## src/rtl/vmerge_pkg.sv

```systemverilog
package vmerge_pkg;

   typedef enum logic [1:0] {
      MSEL_NONE  = 2'd0,
      MSEL_LEFT  = 2'd1,
      MSEL_RIGHT = 2'd2,
      MSEL_MEAN  = 2'd3
   } msel_e;

   function automatic msel_e pick_source(input logic left_hole, input logic right_hole);
      if (left_hole && right_hole) return MSEL_NONE;
      if (left_hole)               return MSEL_RIGHT;
      if (right_hole)              return MSEL_LEFT;
      return MSEL_MEAN;
   endfunction

endpackage

```

## src/rtl/row_pingpong.sv

```systemverilog
module row_pingpong #(
   parameter int W     = 9,
   parameter int DEPTH = 16
) (
   input  logic         clk,
   input  logic         rst_n,
   input  logic         wr_en,
   input  logic [W-1:0] wr_data,
   output logic         wr_ready,
   input  logic         rd_en,
   output logic [W-1:0] rd_data,
   output logic         rd_avail
);
   localparam int AW = (DEPTH > 1) ? $clog2(DEPTH) : 1;
   localparam logic [AW-1:0] LAST = AW'(DEPTH - 1);

   logic [W-1:0]  mem [2][DEPTH];
   logic [1:0]    full;
   logic          wr_bank, rd_bank;
   logic [AW-1:0] wr_idx, rd_idx;
   logic          do_wr, do_rd;

   assign wr_ready = ~full[wr_bank];
   assign rd_avail = full[rd_bank];
   assign rd_data  = mem[rd_bank][rd_idx];
   assign do_wr    = wr_en & wr_ready;
   assign do_rd    = rd_en & rd_avail;

   always_ff @(posedge clk) begin
      if (do_wr) mem[wr_bank][wr_idx] <= wr_data;
   end

   always_ff @(posedge clk) begin
      if (!rst_n) begin
         wr_bank <= 1'b0;
         wr_idx  <= '0;
      end else if (do_wr) begin
         if (wr_idx == LAST) begin
            wr_idx  <= '0;
            wr_bank <= ~wr_bank;
         end else begin
            wr_idx <= wr_idx + 1'b1;
         end
      end
   end

   always_ff @(posedge clk) begin
      if (!rst_n) begin
         rd_bank <= 1'b0;
         rd_idx  <= '0;
      end else if (do_rd) begin
         if (rd_idx == LAST) begin
            rd_idx  <= '0;
            rd_bank <= ~rd_bank;
         end else begin
            rd_idx <= rd_idx + 1'b1;
         end
      end
   end

   for (genvar b = 0; b < 2; b++) begin : g_flag
      always_ff @(posedge clk) begin
         if (!rst_n)
            full[b] <= 1'b0;
         else if (do_wr && wr_idx == LAST && wr_bank == 1'(b))
            full[b] <= 1'b1;
         else if (do_rd && rd_idx == LAST && rd_bank == 1'(b))
            full[b] <= 1'b0;
      end
   end

endmodule

```

## src/rtl/pixel_merger.sv

```systemverilog
module pixel_merger
   import vmerge_pkg::*;
#(
   parameter int PIX_W         = 8,
   parameter bit ROUND_HALF_UP = 1'b1
) (
   input  logic [PIX_W-1:0] l_pix,
   input  logic             l_hole,
   input  logic [PIX_W-1:0] r_pix,
   input  logic             r_hole,
   output logic [PIX_W-1:0] m_pix,
   output logic             m_hole
);
   localparam int SW = PIX_W + 1;

   logic [SW-1:0]    pair_sum;
   logic [PIX_W-1:0] mean;
   msel_e            sel;

   assign pair_sum = {1'b0, l_pix} + {1'b0, r_pix};
   assign sel      = pick_source(l_hole, r_hole);

   if (ROUND_HALF_UP) begin : g_round
      logic [SW-1:0] biased;
      assign biased = pair_sum + SW'(1);
      assign mean   = biased[SW-1:1];
   end else begin : g_trunc
      assign mean = pair_sum[SW-1:1];
   end

   always_comb begin
      m_hole = 1'b0;
      unique case (sel)
         MSEL_NONE: begin
            m_pix  = '0;
            m_hole = 1'b1;
         end
         MSEL_LEFT:  m_pix = l_pix;
         MSEL_RIGHT: m_pix = r_pix;
         default:    m_pix = mean;
      endcase
   end

endmodule

```

## src/rtl/view_merge_stage.sv

```systemverilog
module view_merge_stage #(
   parameter int PIX_W         = 8,
   parameter int ROW_LEN       = 16,
   parameter bit ROUND_HALF_UP = 1'b1
) (
   input  logic             clk,
   input  logic             rst_n,
   input  logic             lv_wr,
   input  logic [PIX_W-1:0] lv_pix,
   input  logic             lv_hole,
   output logic             lv_ready,
   input  logic             rv_wr,
   input  logic [PIX_W-1:0] rv_pix,
   input  logic             rv_hole,
   output logic             rv_ready,
   input  logic             mg_rd,
   output logic [PIX_W-1:0] mg_pix,
   output logic             mg_hole,
   output logic             mg_avail
);
   localparam int EW = PIX_W + 1;

   if (PIX_W < 1) begin : g_bad_width
      $error("view_merge_stage: PIX_W must be at least 1");
   end
   if (ROW_LEN < 2) begin : g_bad_len
      $error("view_merge_stage: ROW_LEN must be at least 2");
   end

   logic [EW-1:0]    l_ent, r_ent, m_ent, o_ent;
   logic             l_avail, r_avail, o_ready;
   logic             fire;
   logic [PIX_W-1:0] m_pix;
   logic             m_hole;

   assign fire = l_avail & r_avail & o_ready;

   row_pingpong #(.W(EW), .DEPTH(ROW_LEN)) u_left (
      .clk(clk), .rst_n(rst_n),
      .wr_en(lv_wr), .wr_data({lv_hole, lv_pix}), .wr_ready(lv_ready),
      .rd_en(fire), .rd_data(l_ent), .rd_avail(l_avail));

   row_pingpong #(.W(EW), .DEPTH(ROW_LEN)) u_right (
      .clk(clk), .rst_n(rst_n),
      .wr_en(rv_wr), .wr_data({rv_hole, rv_pix}), .wr_ready(rv_ready),
      .rd_en(fire), .rd_data(r_ent), .rd_avail(r_avail));

   pixel_merger #(.PIX_W(PIX_W), .ROUND_HALF_UP(ROUND_HALF_UP)) u_merge (
      .l_pix(l_ent[PIX_W-1:0]), .l_hole(l_ent[PIX_W]),
      .r_pix(r_ent[PIX_W-1:0]), .r_hole(r_ent[PIX_W]),
      .m_pix(m_pix), .m_hole(m_hole));

   assign m_ent = {m_hole, m_pix};

   row_pingpong #(.W(EW), .DEPTH(ROW_LEN)) u_out (
      .clk(clk), .rst_n(rst_n),
      .wr_en(fire), .wr_data(m_ent), .wr_ready(o_ready),
      .rd_en(mg_rd), .rd_data(o_ent), .rd_avail(mg_avail));

   assign mg_pix  = o_ent[PIX_W-1:0];
   assign mg_hole = o_ent[PIX_W];

endmodule

```

## config.mk

```make
export PLATFORM = sky130hd
export DESIGN_NAME = view_merge_stage
export DESIGN_NICKNAME = d
export VERILOG_FILES = /design/src/rtl/vmerge_pkg.sv /design/src/rtl/row_pingpong.sv /design/src/rtl/pixel_merger.sv /design/src/rtl/view_merge_stage.sv
export SDC_FILE = /design/constraint.sdc
export NUM_CORES = 1
export LEC_CHECK = 0
export ABC_CLOCK_PERIOD_IN_PS = 10700
export BUFFER_PORTS_ARGS = -buffer_cell sky130_fd_sc_hd__buf_2
export CORE_MARGIN = 2
export CORE_UTILIZATION = 50
export CTS_CLUSTER_SIZE = 25
export DETAILED_ROUTE_END_ITERATION = 8
export PLACE_DENSITY = 0.62
export SLEW_MARGIN = 20
export SYNTH_ARGS = -nofsm -noshare
export SYNTH_HDL_FRONTEND = slang
export SYNTH_SLANG_ARGS = --single-unit
```

## constraint.sdc

```tcl
create_clock -name clk -period 10.7 [get_ports clk]
set_input_delay 3.21 -clock clk [delete_from_list [all_inputs] [get_ports clk]]
set_output_delay 3.21 -clock clk [all_outputs]
set_load 0.03 [all_outputs]
```

==> flow_metrics.tcl, run 1 <==
set metrics [dict create \
    place_hpwl_mm 44.1 \
    route.antenna.remaining_nets 0 \
    vias_per_cell 5.87 \
    grt_pass1_wl_mm 110 \
    reg2reg_slack_ns 5.32 \
    crit_path_start_kind "flip-flop" \
    initial_utilization_pct 50.2 \
    final-instance-count-excl-fill 2799 \
    insertion_delay_ns 0.65 \
    antenna_found_initial 1 \
    grt_max_degree 76 \
    crit_required_ns 7.49 \
    first_global_vias 16800 \
    synth_flop_cell "edfxtp_1" \
    max_freq_mhz 142 \
    grt_overflow_total 0 \
    endpoint "mg_pix[3]" \
    skew_ns 0.0221 \
    top_usage_layer "met2" \
    place_congestion 0.764 \
    finalHoldViolations 0 \
    core_area_mm2 0.0711 \
    slew_headroom_pct 21.6 \
    setup_viol 0 \
    die_width_um 271 \
    cts_sinks 903 \
    holdBufCountCts 0 \
    grtUsageTotal_pct 20.4 \
    cts_made_buffers 91 \
    grt.met3_usage_pct 3.69 \
    cts_resized 0 \
    layout-drive-gt1-share_pct 27.3 \
    ys_seq_elements 903 \
    worst-setup-path-type "flip-flop to output port" \
    critPathArrivalTime_ns 3.82 \
    async_flop_share_pct 0 \
    cap_violations 0 \
    period_minus_slack_ns 7.03 \
    met2_usage_pct 32.0 \
    synthCells 1690 \
    netlist.top_cell.by_area "edfxtp_1" \
    die_area_mm2 0.0736 \
    synth.distinct_cells 43 \
    ff2ff_path_depth 14 \
    netlist.area_leader.share_pct 72.6 \
    synthesis.nets 1742 \
    netlist_area_mm2 0.0357 \
    fin_crit_sh_pct 65.7 \
    drv_slew 0 \
    die_h_um 271 \
    synth_edf_count 864 \
    io_buffers 34 \
    drc 0 \
    yosys_warnings 0 \
    powerDensity_mw_per_mm2 179 \
    dr.pass1.iters 5 \
    tns_ns 0 \
    max_slew.worst_pin.slew_ns 1.17 \
    timing.rr.end "u_out.mem[1][124]" \
    htreeDepth 3 \
    post_drt_wl_per_cell_um 26.4 \
    clk_path_buf_depth 3 \
    drt_iter0_drc 1585 \
    power_leakage_nw 12.1 \
    nFillCells 5312 \
    yosysSeqAreaShare_pct 74.8 \
    cts.clk_slew.worst_paths_ns 0.06 \
    synth_area_leaders "edfxtp_1 73%, mux4_2 16%, dfxtp_1 2.2%" \
    ios 35 \
    syn_to_final_growth_pct 11.8 \
    postCtsSetupRepairBufs 0 \
    cp-end-kind "output port" \
    cts_tree "yes" \
    grt_setup_unrepaired "no" \
    outcome "finished clean" \
    path_max_fanout 44 \
    wirelength_mm 73.8 \
    hold_path_class "flip-flop to flip-flop" \
    cts-root-buf "clkbuf_16" \
    std_cell_rows 98 \
    grt_use_met1_pct 30.0 \
    nets 1825 \
    whs_ns 0.595 \
    vias 16400 \
    dp.cells 2628 \
    post_synth.cell_area_avg_um2 21.1 \
    ir_drop_uv 139 \
]
==> worst min path at each step <==
stage / start / end / slack, ns / cells past startpoint
after CTS: u_out.wr_idx[1] / u_out.wr_idx[1] / 0.60 / 2
after floorplan: u_out.wr_idx[1] / u_out.wr_idx[1] / 0.54 / 2
after global routing: u_left.wr_idx[0] / u_left.wr_idx[0] / 0.63 / 2
after global placement: u_out.wr_idx[1] / u_out.wr_idx[1] / 0.57 / 2
final: u_out.wr_idx[1] / u_out.wr_idx[1] / 0.60 / 2
after detailed placement: u_out.wr_idx[0] / u_out.wr_idx[0] / 0.59 / 2
==> logic make-up after synthesis <==
family,count (synthesis),share of synthesized area (%)
DFF,903,74.8
muxes,310,17.5
and+or+nand+nor,255,3.33
buffers and inverters,103,1.41
AOI/OAI and AO/OA,66,1.28
adders and majority gates,29,1.04
xor gates and xnor gates,24,0.588
==> synthesized netlist by cell type (3+ instances only) <==
| master | number |
|---|---|
| xnor2_1 | 17 |
| o21ai_1 | 4 |
| edfxtp_1 | 864 |
| and2_1 | 18 |
| dfxtp_1 | 39 |
| nand2_1 | 47 |
| inv_1 | 17 |
| mux2_2 | 25 |
| nand3_1 | 12 |
| a21oi_1 | 11 |
| o31ai_1 | 3 |
| o21a_1 | 12 |
| buf_6 | 12 |
| o21ai_0 | 6 |
| nand3b_1 | 4 |
| nor2_1 | 112 |
| a211oi_1 | 13 |
| a22oi_1 | 4 |
| buf_2 | 6 |
| buf_4 | 5 |
| or3_1 | 6 |
| mux2i_1 | 35 |
| clkbuf_1 | 47 |
| mux4_2 | 250 |
| ha_1 | 28 |
| a221oi_1 | 4 |
| nor2b_1 | 29 |
| nand4_1 | 9 |
| xor2_1 | 7 |
| buf_1 | 14 |
| nor3_1 | 11 |
==> layout by cell type (no fill, tap or decap), types with 17 or more instances in the layout <==
| cell type | synthesis | layout |
|---|---|---|
| nand2_1 | 47 | 47 |
| mux4_2 | 250 | 250 |
| buf_4 | 5 | 38 |
| clkbuf_1 | 47 | 31 |
| mux2_2 | 25 | 25 |
| nor2_1 | 112 | 98 |
| clkbuf_16 | 0 | 93 |
| ha_1 | 28 | 28 |
| mux2i_1 | 35 | 34 |
| nor2b_1 | 29 | 29 |
| dfxtp_1 | 39 | 33 |
| and2_1 | 18 | 18 |
| clkinv_1 | 0 | 19 |
| xnor2_1 | 17 | 17 |
| inv_1 | 17 | 17 |
| edfxtp_1 | 864 | 864 |
| buf_2 | 6 | 34 |
==> sequential cells by signal, summed over array words and instances (netlist names), 2 cells and up, named ones only <==
| signal | count |
|---|---|
| u_left.full | 2 |
| u_left.mem | 288 |
| u_left.rd_idx | 4 |
| u_left.wr_idx | 4 |
| u_out.full | 2 |
| u_out.mem | 288 |
| u_out.rd_idx | 4 |
| u_out.wr_idx | 4 |
| u_right.full | 2 |
| u_right.mem | 288 |
| u_right.rd_idx | 4 |
| u_right.wr_idx | 4 |
==> area by class of cell <==
class	instances	area (um^2)	share of cell area, %
Tap cell	950	1190	2.98
Sequential cell	903	26700	67.0
Clock inverter	43	360	0.902
Clock buffer	125	2460	6.15
Inverter	19	71.3	0.179
Timing Repair Buffer	74	494	1.24
Multi-Input combinational cell	684	8630	21.6
Antenna cell	1	2.50	0.00626
==> metal layers <==
layer  vias up  part of all wire (%)
met5         -                     0
met4         0                   2.3
met3       114                   5.8
met2       494                    48
met1      8705                    44
li1       7130                     -
==> power breakdown <==
part	internal (mW)	switching (mW)	total, mW
logic	0.0471	0.143	0.190
clock network	1.73	1.29	3.02
registers	3.92	0.00478	3.93
==> critical path, cell delays in order (launching register included) <==
cell and delay (ns):
dfxtp_4 0.73, buf_4 0.78, mux4_2 0.59, mux4_2 0.52, mux2_2 0.31, buf_2 0.19
==> metrics by stage <==
step           setup slack (ns)  util (%)  instance area, um^2  power (mW)
3_3_place_gp               4.24      52.1                37000        4.18
6_report                   3.67      56.2                39900        7.13
3_5_place_dp               4.22      52.1                37100        4.19
2_1_floorplan              5.00         -                35700        4.10
5_1_grt                    3.37      56.2                39900        7.36
4_1_cts                    3.53      56.1                39900        7.19
Note: power is estimated with default switching activity, not from simulation.
==> run 2, diff against run 1 <==
--- a/config.mk
+++ b/config.mk
@@ -5,13 +5,14 @@
 export SDC_FILE = /design/constraint.sdc
 export NUM_CORES = 1
 export LEC_CHECK = 0
-export ABC_CLOCK_PERIOD_IN_PS = 10700
+export ABC_AREA = 1
+export ABC_CLOCK_PERIOD_IN_PS = 5850
 export BUFFER_PORTS_ARGS = -buffer_cell sky130_fd_sc_hd__buf_2
 export CORE_MARGIN = 2
 export CORE_UTILIZATION = 50
 export CTS_CLUSTER_SIZE = 25
 export DETAILED_ROUTE_END_ITERATION = 8
-export PLACE_DENSITY = 0.62
+export PLACE_DENSITY = 0.65
 export SLEW_MARGIN = 20
 export SYNTH_ARGS = -nofsm -noshare
 export SYNTH_HDL_FRONTEND = slang
==> constraint.sdc (replaced) <==
create_clock -name clk -period 5.85 [get_ports clk]
set_input_delay 1.755 -clock clk [delete_from_list [all_inputs] [get_ports clk]]
set_output_delay 1.755 -clock clk [all_outputs]
set_load 0.03 [all_outputs]
==> run 2 against run 1 <==
- global-route usage is 3.7 points higher
- total power is 85% higher
- core utilization is 0.16 points lower
- clock skew is 0.032 ns higher
- register-to-register slack worse by 3.8 ns
- synthesized cell count is 70% higher
- hold slack worse by 0.084 ns
- first-iteration DRC count is 68% higher
==> flow_metrics.tcl, run 2 <==
set metrics [dict create \
    outcome "finished clean" \
    worstHoldStart "u_out.full[1]" \
    layout_commonest_cell "edfxtp_1" \
    holdBufCountCts 0 \
    drc 0 \
    syn_to_final_growth_pct 11.1 \
    layout-drive-gt1-share_pct 9.80 \
    drt_iter0_drc 2655 \
    netlist_area_mm2 0.0367 \
    path_max_fanout 36 \
    insertion_delay_ns 0.66 \
    core_area_mm2 0.0727 \
    async_flop_share_pct 0 \
    io_buffers 34 \
    std_cell_rows 99 \
    cp_top_family "buffers and inverters" \
    internal_power_mw 10.5 \
    critPathArrivalTime_ns 3.26 \
    multiInputGateArea_mm2 0.00865 \
    tns_ns 0 \
    ff2ff_path_depth 20 \
    postCtsSetupRepairBufs 0 \
    p_comb_share_pct 2.4 \
    yosysSeqAreaShare_pct 72.9 \
    p_sw_mw 2.73 \
    cp-end-kind "output port" \
    period_minus_slack_ns 5.02 \
    die_area_mm2 0.0755 \
    hold_path_class "flip-flop to flip-flop" \
    route.antenna.remaining_nets 0 \
    yosys_warnings 0 \
    seqPwrFrac_pct 54.2 \
    grt_overflow_total 0 \
    whs_ns 0.512 \
    power_leakage_nw 13.5 \
    cts.clk_slew.worst_paths_ns 0.06 \
    cap_violations 0 \
    grt_pass1_wl_mm 138 \
    fin_crit_sh_pct 85.8 \
    post_synth.cell_area_avg_um2 12.7 \
    reg_top3 "u_left.mem (288), u_out.mem (288), u_right.mem (288)" \
    setup_viol 0 \
    htreeDepth 3 \
    worst-setup-path-type "flip-flop to output port" \
    cts-root-buf "clkbuf_16" \
    grt_max_degree 147 \
    post-synth-top-count-cell "edfxtp_1" \
    synth_area_leaders "edfxtp_1 71%, o21ai_0 5.8%, nor2_1 5.3%" \
    whs_path_depth 2 \
    synth.distinct_cells 43 \
    slew_headroom_pct 24.5 \
    n_antenna_cell 0 \
    cts_resized 0 \
    nFillCells 5854 \
    netlist.top_cell.by_area "edfxtp_1" \
    seqCellArea_mm2 0.0267 \
    ios 35 \
    dr.pass1.iters 6 \
    place_hpwl_mm 52.0 \
    netlist.area_leader.share_pct 70.8 \
    final_cell_mix "864 x edfxtp_1, 512 x nor2_1, 428 x o21ai_0" \
    grtUsageTotal_pct 24.1 \
    path_buf_inv 3 \
    synthCells 2877 \
    synth_edf_count 864 \
    vias 23700 \
    post_drt_wl_per_cell_um 23.1 \
    p_sw_share_pct 20.7 \
    ys_seq_elements 903 \
    cts_tree "yes" \
    cp.depth 9 \
    p_clk_share_pct 43.4 \
    nets 2954 \
    powerDensity_mw_per_mm2 324 \
    antenna_found_initial 1 \
    ir_drop_uv 255 \
    utilization_pct 56.0 \
    cts_sinks 903 \
    crit_path_top_delay_cell "o21ai_0" \
    die_h_um 275 \
    clk_path_buf_depth 3 \
    synth_common_cells "864 x edfxtp_1, 518 x nor2_1, 428 x o21ai_0" \
    place_congestion 0.842 \
    crit_chain "clkinv_2 > buf_4 > o21ai_0 > o22ai_1 > nor2_1 > o21ai_0 > nor2_1 > a31oi_1 > buf_2" \
    max_freq_mhz 199 \
    cp_slowest_stage_delay_ns 0.53 \
    die_width_um 275 \
    synth_flop_cell "edfxtp_1" \
    wirelength_mm 90.9 \
    cts_made_buffers 91 \
    skew_ns 0.0539 \
    grt_setup_unrepaired "no" \
    synthesis.nets 2929 \
    crit_path_start_kind "flip-flop" \
    max_slew.worst_pin.slew_ns 1.13 \
    finalHoldViolations 0 \
    drv_slew 0 \
    initial_utilization_pct 50.4 \
    vias_per_cell 6.02 \
    first_global_vias 23000 \
    crit_required_ns 4.09 \
]
## run 2: cell types whose count changed after synthesis, moves of 29 or more
cell / previous run / this run
buf_2: 6 / 56
clkbuf_1: 47 / 90
inv_1: 17 / 74
mux2i_1: 35 / 0
mux4_2: 250 / 0
nand2_1: 47 / 201
nand3_1: 12 / 146
nor2_1: 112 / 518
nor2b_1: 29 / 0
nor3_1: 11 / 57
o21ai_0: 6 / 428
o221ai_1: 2 / 158
o22ai_1: 2 / 38
## run 2: routing by layer
layer  share of wire (%)  vias up  global-route usage (%)
li1                    -    10800                       -
met1                  42    11800                    34.5
met2                  48      970                    38.2
met4                 2.6        2                    7.91
met5               0.011        -                       0
met3                 7.7      150                    3.67
## run 2: worst min-delay path, cell delays in order (launching register included)
cell	delay (ns)
dfxtp_1	0.33
nand2_1	0.07
a21oi_1	0.06
## run 2: worst paths after layout
| check | slack, ns | endpoint |
|---|---|---|
| min reg2reg | 0.51 | u_out.full[1] |
| max reg2reg | 1.51 | u_out.mem[1][142] |
| min | 0.51 | u_out.full[1] |
| max | 0.83 | mg_pix[2] |
## run 2: layout make-up
type | instances | area share [%]
flip-flops and latches | 903 | 65.7
well taps | 959 | 2.95
clock buffers | 115 | 5.86
clock inverters | 55 | 1.35
repair buffers | 120 | 2.10
inverters | 89 | 0.836
multi-input cells | 1697 | 21.3
## run 2: kinds of logic (layout without fill, tap and decap cells)
family	after synthesis	count (layout)	synth area share (%)
AND/OR/NAND/NOR	939	939	10.5
flip-flops	903	903	72.9
AO/OA/AOI/OAI	725	725	12.0
buffers and inverters	277	379	3.55
adder cells (fa/ha/maj)	29	29	1.01
XOR/XNOR	4	4	0.0956
## run 2: power by group through the flow
stage	Combinational [mW]	Sequential [mW]	Clock, mW
floorplan	0.137	7.30	0
global placement	0.310	7.30	0
detailed placement	0.321	7.30	0
CTS	0.322	7.16	5.78
global route	0.351	7.16	6.04
finish	0.322	7.16	5.73
## run 2: metrics by stage
stage	instance area, um^2	setup slack, ns	power (mW)	instances
2_1_floorplan	36700	2.21	7.44	2877
3_3_place_gp	37800	1.55	7.61	3768
3_5_place_dp	37800	1.56	7.62	3768
4_1_cts	40700	0.859	13.3	3938
5_1_grt	40700	0.713	13.6	3938
6_report	40700	0.832	13.2	3938
